## config.mk

```make
export PLATFORM = sky130hd
export DESIGN_NAME = ppi_host_port
export DESIGN_NICKNAME = d
export VERILOG_FILES = /design/src/rtl/ppi_pkg.sv /design/src/rtl/ppi_sync.sv /design/src/rtl/ppi_regs.sv /design/src/rtl/ppi_irq_fsm.sv /design/src/rtl/ppi_host_port.sv
export SDC_FILE = /design/constraint.sdc
export NUM_CORES = 1
export LEC_CHECK = 0
export BUFFER_PORTS_ARGS = -buffer_cell sky130_fd_sc_hd__buf_2
export CORE_UTILIZATION = 47
export DETAILED_ROUTE_END_ITERATION = 7
export GPL_TIMING_DRIVEN = 0
export MAX_ROUTING_LAYER = met4
export PLACE_DENSITY = 0.84
export RECOVER_POWER = 25
export SYNTH_ARGS = -nofsm -noshare
export SYNTH_HDL_FRONTEND = slang
export SYNTH_SLANG_ARGS = --single-unit
export TNS_END_PERCENT = 100
```

## constraint.sdc

```tcl
create_clock -name clk -period 1.3 [get_ports clk]
set_input_delay 0.195 -clock clk [delete_from_list [all_inputs] [get_ports clk]]
set_output_delay 0.195 -clock clk [all_outputs]
set_load 0.005 [all_outputs]
```

## src/rtl/ppi_pkg.sv

```systemverilog
package ppi_pkg;
    localparam int BYTE_W  = 8;
    localparam int ADDR_W  = 2;
    localparam int CTL_W   = 5;
    localparam int STAT_W  = 5;
    localparam logic [ADDR_W-1:0] OFS_DATA = 2'd0;
    localparam logic [ADDR_W-1:0] OFS_STAT = 2'd1;
    localparam logic [ADDR_W-1:0] OFS_CTRL = 2'd2;
    // control bit positions
    localparam int CB_STROBE = 0;
    localparam int CB_AUTOFD = 1;
    localparam int CB_INIT   = 2;
    localparam int CB_SELECT = 3;
    localparam int CB_IRQEN  = 4;
    // synchronized status vector positions
    localparam int SV_ERR  = 0;
    localparam int SV_SLCT = 1;
    localparam int SV_PE   = 2;
    localparam int SV_ACK  = 3;
    localparam int SV_BUSY = 4;

    typedef enum logic [1:0] {
        IRQ_OFF  = 2'd0,
        IRQ_WAIT = 2'd1,
        IRQ_PEND = 2'd2
    } irq_state_e;
endpackage

```

## src/rtl/ppi_sync.sv

```systemverilog
module ppi_sync #(
    parameter int W      = 5,
    parameter int STAGES = 2
) (
    input  logic         clk,
    input  logic         rst_n,
    input  logic [W-1:0] d,
    output logic [W-1:0] q
);
    logic [W-1:0] chain [STAGES];

    generate
        for (genvar s = 0; s < STAGES; s++) begin : g_stage
            if (s == 0) begin : g_first
                always_ff @(posedge clk or negedge rst_n) begin
                    if (!rst_n) chain[0] <= '0;
                    else        chain[0] <= d;
                end
            end else begin : g_rest
                always_ff @(posedge clk or negedge rst_n) begin
                    if (!rst_n) chain[s] <= '0;
                    else        chain[s] <= chain[s-1];
                end
            end
        end
    endgenerate

    assign q = chain[STAGES-1];
endmodule

```

## src/rtl/ppi_regs.sv

```systemverilog
module ppi_regs
    import ppi_pkg::*;
(
    input  logic              clk,
    input  logic              rst_n,
    input  logic [ADDR_W-1:0] addr,
    input  logic              wr,
    input  logic              rd,
    input  logic [BYTE_W-1:0] wdata,
    input  logic [STAT_W-1:0] stat_s,
    output logic [BYTE_W-1:0] rdata,
    output logic [BYTE_W-1:0] data_q,
    output logic [CTL_W-1:0]  ctl_q,
    output logic              stat_rd
);
    localparam int PAD_W = BYTE_W - CTL_W;

    logic [BYTE_W-1:0] stat_view;

    always_ff @(posedge clk or negedge rst_n) begin
        if (!rst_n) begin
            data_q <= '0;
            ctl_q  <= '0;
        end else if (wr) begin
            if (addr == OFS_DATA) data_q <= wdata;
            if (addr == OFS_CTRL) ctl_q  <= wdata[CTL_W-1:0];
        end
    end

    always_comb begin
        stat_view = {~stat_s[SV_BUSY], stat_s[SV_ACK], stat_s[SV_PE],
                     stat_s[SV_SLCT], stat_s[SV_ERR], 3'b000};
        unique case (addr)
            OFS_DATA: rdata = data_q;
            OFS_STAT: rdata = stat_view;
            OFS_CTRL: rdata = {{PAD_W{1'b0}}, ctl_q};
            default:  rdata = '0;
        endcase
    end

    assign stat_rd = rd && (addr == OFS_STAT);

    p_data_hold_r2: assert property (@(posedge clk) disable iff (!rst_n)
        !(wr && addr == OFS_DATA) |=> $stable(data_q));
    p_ctl_hold_r5: assert property (@(posedge clk) disable iff (!rst_n)
        !(wr && addr == OFS_CTRL) |=> $stable(ctl_q));
    p_ctl_load_r3: assert property (@(posedge clk) disable iff (!rst_n)
        (wr && addr == OFS_CTRL) |=> ctl_q == $past(wdata[CTL_W-1:0]));
endmodule

```

## src/rtl/ppi_irq_fsm.sv

```systemverilog
module ppi_irq_fsm
    import ppi_pkg::*;
(
    input  logic clk,
    input  logic rst_n,
    input  logic enable,
    input  logic rise,
    input  logic stat_rd,
    output logic irq
);
    irq_state_e state, nxt;

    always_ff @(posedge clk or negedge rst_n) begin
        if (!rst_n) state <= IRQ_OFF;
        else        state <= nxt;
    end

    always_comb begin
        nxt = state;
        if (!enable) begin
            nxt = IRQ_OFF;                          // disarm
        end else begin
            unique case (state)
                IRQ_OFF:  nxt = IRQ_WAIT;           // arm
                IRQ_WAIT: if (rise) nxt = IRQ_PEND; // hit
                IRQ_PEND: if (stat_rd && !rise) nxt = IRQ_WAIT; // ack-read
                default:  nxt = IRQ_OFF;
            endcase
        end
    end

    always_comb begin
        irq = (state == IRQ_PEND);
    end

    p_disarm_r9: assert property (@(posedge clk) disable iff (!rst_n)
        !enable |=> !irq);
    p_hit_r6: assert property (@(posedge clk) disable iff (!rst_n)
        (enable && state != IRQ_OFF && rise) |=> irq);
    p_clear_r8: assert property (@(posedge clk) disable iff (!rst_n)
        (irq && stat_rd && !rise) |=> !irq);
    p_no_spurious_r7: assert property (@(posedge clk) disable iff (!rst_n)
        (!irq && !rise) |=> !irq);
endmodule

```

## src/rtl/ppi_host_port.sv

```systemverilog
module ppi_host_port
    import ppi_pkg::*;
#(
    parameter int SYNC_STAGES = 2
) (
    input  logic       clk,
    input  logic       rst_n,
    input  logic [1:0] bus_addr,
    input  logic       bus_wr,
    input  logic       bus_rd,
    input  logic [7:0] bus_wdata,
    output logic [7:0] bus_rdata,
    output logic [7:0] pd_out,
    output logic       strobe_n,
    output logic       autofd_n,
    output logic       init_n,
    output logic       select_out,
    input  logic       pin_busy,
    input  logic       pin_ack,
    input  logic       pin_paper_out,
    input  logic       pin_select_in,
    input  logic       pin_error,
    output logic       irq
);
    logic [STAT_W-1:0] pins_raw, pins_s;
    logic [CTL_W-1:0]  ctl_q;
    logic              stat_rd;
    logic              ack_prev;
    logic              ack_rise;

    assign pins_raw = {pin_busy, pin_ack, pin_paper_out, pin_select_in, pin_error};

    ppi_sync #(.W(STAT_W), .STAGES(SYNC_STAGES)) u_sync (
        .clk (clk), .rst_n (rst_n), .d (pins_raw), .q (pins_s)
    );

    ppi_regs u_regs (
        .clk (clk), .rst_n (rst_n), .addr (bus_addr), .wr (bus_wr),
        .rd (bus_rd), .wdata (bus_wdata), .stat_s (pins_s),
        .rdata (bus_rdata), .data_q (pd_out), .ctl_q (ctl_q),
        .stat_rd (stat_rd)
    );

    always_ff @(posedge clk or negedge rst_n) begin
        if (!rst_n) ack_prev <= 1'b0;
        else        ack_prev <= pins_s[SV_ACK];
    end
    assign ack_rise = pins_s[SV_ACK] & ~ack_prev;

    ppi_irq_fsm u_fsm (
        .clk (clk), .rst_n (rst_n), .enable (ctl_q[CB_IRQEN]),
        .rise (ack_rise), .stat_rd (stat_rd), .irq (irq)
    );

    assign strobe_n   = ~ctl_q[CB_STROBE];
    assign autofd_n   = ~ctl_q[CB_AUTOFD];
    assign init_n     =  ctl_q[CB_INIT];
    assign select_out =  ctl_q[CB_SELECT];

    p_falling_quiet_r7: assert property (@(posedge clk) disable iff (!rst_n)
        (!irq && !pins_s[SV_ACK]) |=> !irq);
    p_rise_single_r6: assert property (@(posedge clk) disable iff (!rst_n)
        ack_rise |=> !ack_rise);
endmodule

```

==> results of run 1 <==
## per-layer routing
metal | wire, um | vias to the layer above
li1 | - | 359
met1 | 856 | 366
met2 | 1150 | 25
met3 | 94 | 2
met4 | 9 | 0
met5 | 0 | -
## cells by family (layout without fill, tap and decap cells)
| group | count (synthesis) | count (layout) |
|---|---|---|
| compound gates | 5 | 5 |
| xor+xnor | 1 | 1 |
| buf+inv | 5 | 59 |
| flops | 26 | 26 |
| mux | 20 | 20 |
| simple gates | 16 | 16 |
## where the power goes
group | internal (mW) | switching [mW] | total (mW)
registers | 0.913 | 0.0691 | 0.982
logic | 0.254 | 0.170 | 0.424
clock network | 0.312 | 0.217 | 0.528
## layout by cell type (no fill, tap or decap), drive strengths merged, types with 2 or more instances in the layout
master,synthesis,layout
nor2b,2,2
dlygate4sd3,0,6
inv,3,3
o2bb2ai,2,2
buf,2,45
nor2,6,6
nand3b,2,2
mux2,13,13
nand2b,3,3
mux2i,7,7
clkbuf,0,4
dfrtp,26,26
## repair_timing
action,CTS,global route
pin swaps,0,2
hold endpoints to repair,31,0
resized for setup,0,1
setup buffers,1,5
setup endpoints to repair,1,7
hold buffers,6,0
## synth_stat cells, types with 2 or more instances
cell type / count / area share
mux2_2: 13 / 0.14
nand3b_1: 2 / 0.014
mux2i_1: 7 / 0.067
nor2b_1: 2 / 0.012
o2bb2ai_1: 2 / 0.017
nand2b_1: 3 / 0.018
dfrtp_1: 26 / 0.62
nor2_1: 6 / 0.021
inv_1: 3 / 0.011
## through the flow
step	util	setup slack, ns
2_1_floorplan	-	0.282
3_3_place_gp	0.632	-0.00490
3_5_place_dp	0.632	-0.0214
4_1_cts	0.689	0.0108
5_1_grt	0.709	-0.0536
6_report	0.709	0.0350
## path summary, 6_finish.rpt
kind	end	cells past startpoint
min	u_regs.data_q[6]	2
max in group asynchronous	u_regs.data_q[7]	2
min in group asynchronous	u_regs.ctl_q[1]	2
max reg2reg	u_fsm.state[0]	3
min reg2reg	u_sync.q[3]	0
max	bus_rdata[3]	3
## worst max-delay path, cell delays in order, from the launching register on
cell       delay [ns]
dfrtp_1          0.42
mux2i_1          0.13
o2bb2ai_1        0.08
buf_2            0.14
## state kept, by name, summed over array words and instances (netlist names)
signal	flops
ack_prev	1
u_fsm.state	2
u_regs.ctl_q	5
u_regs.data_q	8
u_sync.chain	5
u_sync.q	5
## cell type report
| type | count | area [um2] |
|---|---|---|
| plain buffers | 1 | 7.51 |
| fillers | 150 | 588 |
| well taps | 27 | 33.8 |
| clock buffers | 3 | 22.5 |
| inverters | 3 | 11.3 |
| flip-flops and latches | 26 | 651 |
| clock inverters | 1 | 30.0 |
| multi-input cells | 42 | 378 |
| repair buffers | 51 | 300 |
==> key figures, run 1 <==
STA
  • Slew @ Worst Pin: a little over 0.6 ns
  • Final Cycle Share: 0.973
  • Final Skew: ~0.00042 ns
  • Slew headroom: 0.588
  • Setup TNS: 0 ns
  • RSZ-0062 raised after global routing: yes
  • F_max: approximately 790 MHz
  • Final setup vio count: 0
  • Hold_ws: 0.107 ns
  • Slew Limit Fails: 0
  • Tmin final: 1.26 ns
  • Final hold vios: 0

Layout
  • Nets: 147
  • Post-Layout Cell Count: around 150
  • ANT cells: 0
  • Design area: about 1400 um2
  • Synth-to-Final Area Change: 36.6%
  • Layout cells sized above 1: 0.520

Synth
  • Synth warn: 0
  • Simple-gate portion of the synthesized area: 0.101
  • Avg Inst Size Synth: 14.4 um2
  • Post-synth EDFFs: 0
  • Post-synthesis sequential area ratio: 0.620
  • Main synth FF type: dfrtp_1
  • Post-Synth Adder-Cell Area: 0
  • Syn Nets: 92
  • XOR/XNOR share of the synthesized area: 0.00834
  • Mux cell area share after synthesis: 0.206
  • Unique masters post-synth: 18
  • Largest family of logic cells by synthesized area: multiplexers
  • Synth Cell Area: 1050 um2
  • Yosys reg bits: 26
  • Post-Syn Instances: between 70 and 80
  • Compound-Gate Fraction of Synth Area: 0.0417
  • Async SR Flop Fraction: 1.00

Global routing
  • Grt total ovfl: 0
  • Total Routing Usage GR: 0.186
  • First-pass GRT wire length: 3.23 mm
  • Met3 Track Usage GR: 0.0312
  • Initial antenna violation count: 0
  • Grt met2 use: 0.342
  • Vias in the first global route: 757
  • Met1 usage: 0.201
  • Pin count of the biggest net entering global routing: 27
  • GR peak layer: met2

Clocking
  • CTS Sinks: 26
  • Htree depth: 1
  • CTS tree: done
  • Clock slew at reported path FFs: 0.13 ns
  • Worst-skew pair later-pin latency: 0.31 ns
  • Root Buffer Master: clkbuf_4
  • CTS buffer count: 3
  • Clock Tree Buf Depth: 2

Setup path
  • Worst Setup Path Type: register to output pin
  • Worst r2r src: u_fsm.state[0]
  • Reg2reg setup slack: 0.14 ns
  • Data arrival, critical path: between 1 and 1.5 ns
  • CP Data Required Time: 1.11 ns
  • Crit path capture type: output pin
  • CP Launch Type: register
  • Crit path from: u_regs.data_q[3]
  • Worst-path fanout max: 3

Die
  • Core Region: 2020 um2
  • Ports: 40
  • Full die area: 2430 um2
  • Std-Cell Rows: 16
  • Die Width: 49.3 um
  • Die Y: 49.3 um
  • Initial Utilization: 0.519

Detailed routing
  • Drt first-iter violations: 2
  • Vias: about 750
  • Average wire per standard cell: around 14 um
  • TritonRoute pass-1 iters: 4
  • Vias per cell: 4.88
  • DRC viols: 0
  • Final wirelength: 2.11 mm
  • Routed Antenna Nets: 0

Job
  • Max cap viols: 0

Worst hold path
  • Worst hold start: bus_wdata[6]
  • Hold Path Class: input port to register

Place
  • DP HPWL: around 1.4 mm
  • Final GP Congestion: just over 0.7
  • Placed Cells: 139
  • Port Buffers: 39
  • Placed Instance Area: 1280 um2

Outcome
  • Status: completed

Power and ir drop
  • PD cells: about 1300 nW/um2
  • Power after layout: 1.93 mW
  • Leakage: just over 0.7 nW
  • Max rail drop VDD: 1070 uV
Note: power is estimated with default switching activity, not from simulation.
==> inputs of run 2 (changes only) <==
- CORE_UTILIZATION: 47 -> 50
- PLACE_DENSITY: 0.84 -> 0.88
- clock period: 1.3 -> 1.5 ns (I/O delays scaled with it)
==> run 2 against run 1 <==
Compared with the run above:
- clock-buffer cell count stayed put
- cell count is 3.2% lower
- global-route usage is 1.3 points lower
- setup slack better by 0.12 ns
- register-to-register slack better by 0.36 ns
- via count is 3.9% lower
- sequential power is 13% lower
- sequential share of layout area is 1.4 points higher
- clock skew is 0.0071 ns higher
- utilization is 0.061 points lower
- critical endpoint unchanged
==> key figures, run 2 (synthesis gave the netlist of run 1 again) <==
Place
  • Placed Instance Area: 1280 um2 (unchanged)
  • Port Buffers: 39 (unchanged)
  • DP HPWL: 1.28 mm (-7.0%)
  • Final GP Congestion: 0.737 (+3.0%)

Setup path
  • Reg2reg setup slack: 0.50 ns (+0.36 ns)
  • Slowest-stage cell, CP: buf_2
  • Worst path max stage delay: 0.25 ns (-0.17 ns)
  • RR Endpoint: u_fsm.state[0]
  • Worst Setup EP: bus_rdata[3]
  • CP Data Required Time: 1.27 ns (+0.16 ns)
  • Crit-path cells: buf_2, buf_2, nor2b_1, o2bb2ai_1, buf_2
  • R2R depth: 2 (-1)
  • Worst-path fanout max: 10 (+7)
  • Crit path from: bus_addr[1]
  • Data arrival, critical path: 1.12 ns (+0.05 ns)
  • Worst r2r src: u_fsm.state[0]
  • Crit path capture type: output pin
  • Most common cell on crit path: buf_2
  • Worst Setup Path Type: input port to output pin
  • CP Launch Type: input port

Die
  • Initial Utilization: 0.535 (+0.0159)
  • Full die area: 2290 um2 (-5.8%)
  • Die Y: 47.8 um (-2.9%)
  • Ports: 40 (unchanged)
  • Die Width: 47.8 um (-2.9%)
  • Core Region: 1960 um2 (-3.0%)
  • Std-Cell Rows: 16 (unchanged)

Layout
  • Max reg flops: 8 (unchanged)
  • Nets: 142 (-3.4%)
  • Register Area: 651 um2 (unchanged)
  • ANT cells: 0 (unchanged)
  • Design area: 1390 um2 (-3.1%)
  • Most flop-heavy register: u_regs.data_q
  • Most frequent cells in the layout: buf_2 (38), dfrtp_1 (26), mux2_2 (13)
  • Commonest non-fill, non-tap cell in the layout: buf_2
  • Multi-input logic area: 375 um2 (-0.66%)
  • Synth-to-Final Area Change: 32.4%
  • Finished Core Util: 0.709 (about the same)
  • Filler cells: 151 (+0.67%)
  • Layout cells sized above 1: 0.484 (-0.0361)

Detailed routing
  • Average wire per standard cell: 12.0 um (-12%)
  • Vias per cell: 4.85 (-0.63%)
  • TritonRoute pass-1 iters: 3 (-1)
  • DRC viols: 0 (unchanged)
  • Routed Antenna Nets: 0 (unchanged)
  • Drt first-iter violations: 3 (+1)
  • Final wirelength: 1.79 mm (-15%)
  • Vias: 723 (-3.9%)

Power and ir drop
  • PD cells: 1180 nW/um2 (-13%)
  • Max rail drop VDD: 804 uV (-25%)
  • Power after layout: 1.64 mW (-15%)
  • Leakage: 0.691 nW (-4.0%)

Global routing
  • Initial antenna violation count: 0 (unchanged)
  • First-pass GRT wire length: 2.49 mm (-23%)
  • Vias in the first global route: 611 (-19%)
  • Pin count of the biggest net entering global routing: 27 (unchanged)
  • Grt total ovfl: 0 (unchanged)
  • Total Routing Usage GR: 0.174 (-0.0125)

Clocking
  • Setup bufs post-CTS: 0 (-1)
  • Htree depth: 1 (unchanged)
  • Worst-skew pair later-pin latency: 0.32 ns (about the same)
  • Clock Tree Buf Depth: 2 (unchanged)
  • CTS buffer count: 3 (unchanged)
  • PostCTS Resize Cnt: 0 (unchanged)
  • CTS tree: done
  • Root Buffer Master: clkbuf_4
  • CTS Sinks: 26 (unchanged)
  • Hold-fix buffers, CTS: 6 (unchanged)
  • Clock slew at reported path FFs: 0.14 ns (about the same)

Outcome
  • Status: completed

STA
  • Slew @ Worst Pin: 0.612 ns (-0.00577 ns)
  • RSZ-0062 raised after global routing: no
  • Final Cycle Share: 0.894
  • F_max: 746 MHz
  • Final hold vios: 0 (unchanged)
  • Final setup vio count: 0 (unchanged)
  • Slew Limit Fails: 0 (unchanged)
  • Tmin final: 1.34 ns
  • Setup TNS: 0 ns (unchanged)
  • Final Skew: 0.00755 ns (+0.00712 ns)
  • Slew headroom: 0.592 (+0.00384)
  • Hold_ws: 0.126 ns (+0.0199 ns)

Worst hold path
  • Hold Path Class: input port to register

Job
  • Max cap viols: 0 (unchanged)
-- run 2: metal layers --
metal / share of wire / vias to the layer above / track usage / wire length [um]
met5: 0 / - / - / 0
met4: 0.012 / 0 / 0.0833 / 21
met3: 0.058 / 2 / 0.0453 / 104
met2: 0.47 / 27 / 0.284 / 845
met1: 0.46 / 344 / 0.197 / 819
li1: - / 350 / - / -
-- run 2: area by class of cell --
class	instances	share of cell area
sequential	26	0.468
multi-input combinational	42	0.270
timing repair buffer	45	0.183
tap	27	0.0243
clock inverter	1	0.0216
clock buffer	3	0.0162
buffer	2	0.00900
inverter	3	0.00810
-- run 2: worst min-delay path by stage --
stage | start | end | slack, ns | cells past startpoint
after floorplan | rst_n | ack_prev | -0.07 | 0
after global placement | rst_n | u_regs.data_q[0] | 0.24 | 1
after global routing | bus_wdata[5] | u_regs.data_q[5] | 0.11 | 2
final | bus_wdata[7] | u_regs.data_q[7] | 0.13 | 2
after CTS | bus_wdata[7] | u_regs.data_q[7] | 0.11 | 2
after detailed placement | rst_n | u_regs.data_q[0] | 0.25 | 1
-- run 2: metrics by stage --
stage,worst slack [ns],instances
finish,0.159,149
global placement,0.150,139
CTS,0.149,149
floorplan,0.452,73
global route,0.0745,149
detailed placement,0.134,139
-- run 2: power by group --
group	switching, mW	total [mW]	internal [mW]
Sequential	0.0635	0.855	0.791
Clock	0.202	0.472	0.270
Combinational	0.125	0.310	0.185
-- run 2: worst max-delay path: cells and delay by family --
family	cells	cell delay, ns
and+or+nand+nor	1	0.25
AOI/OAI and AO/OA	1	0.14
buffers and inverters	3	0.51
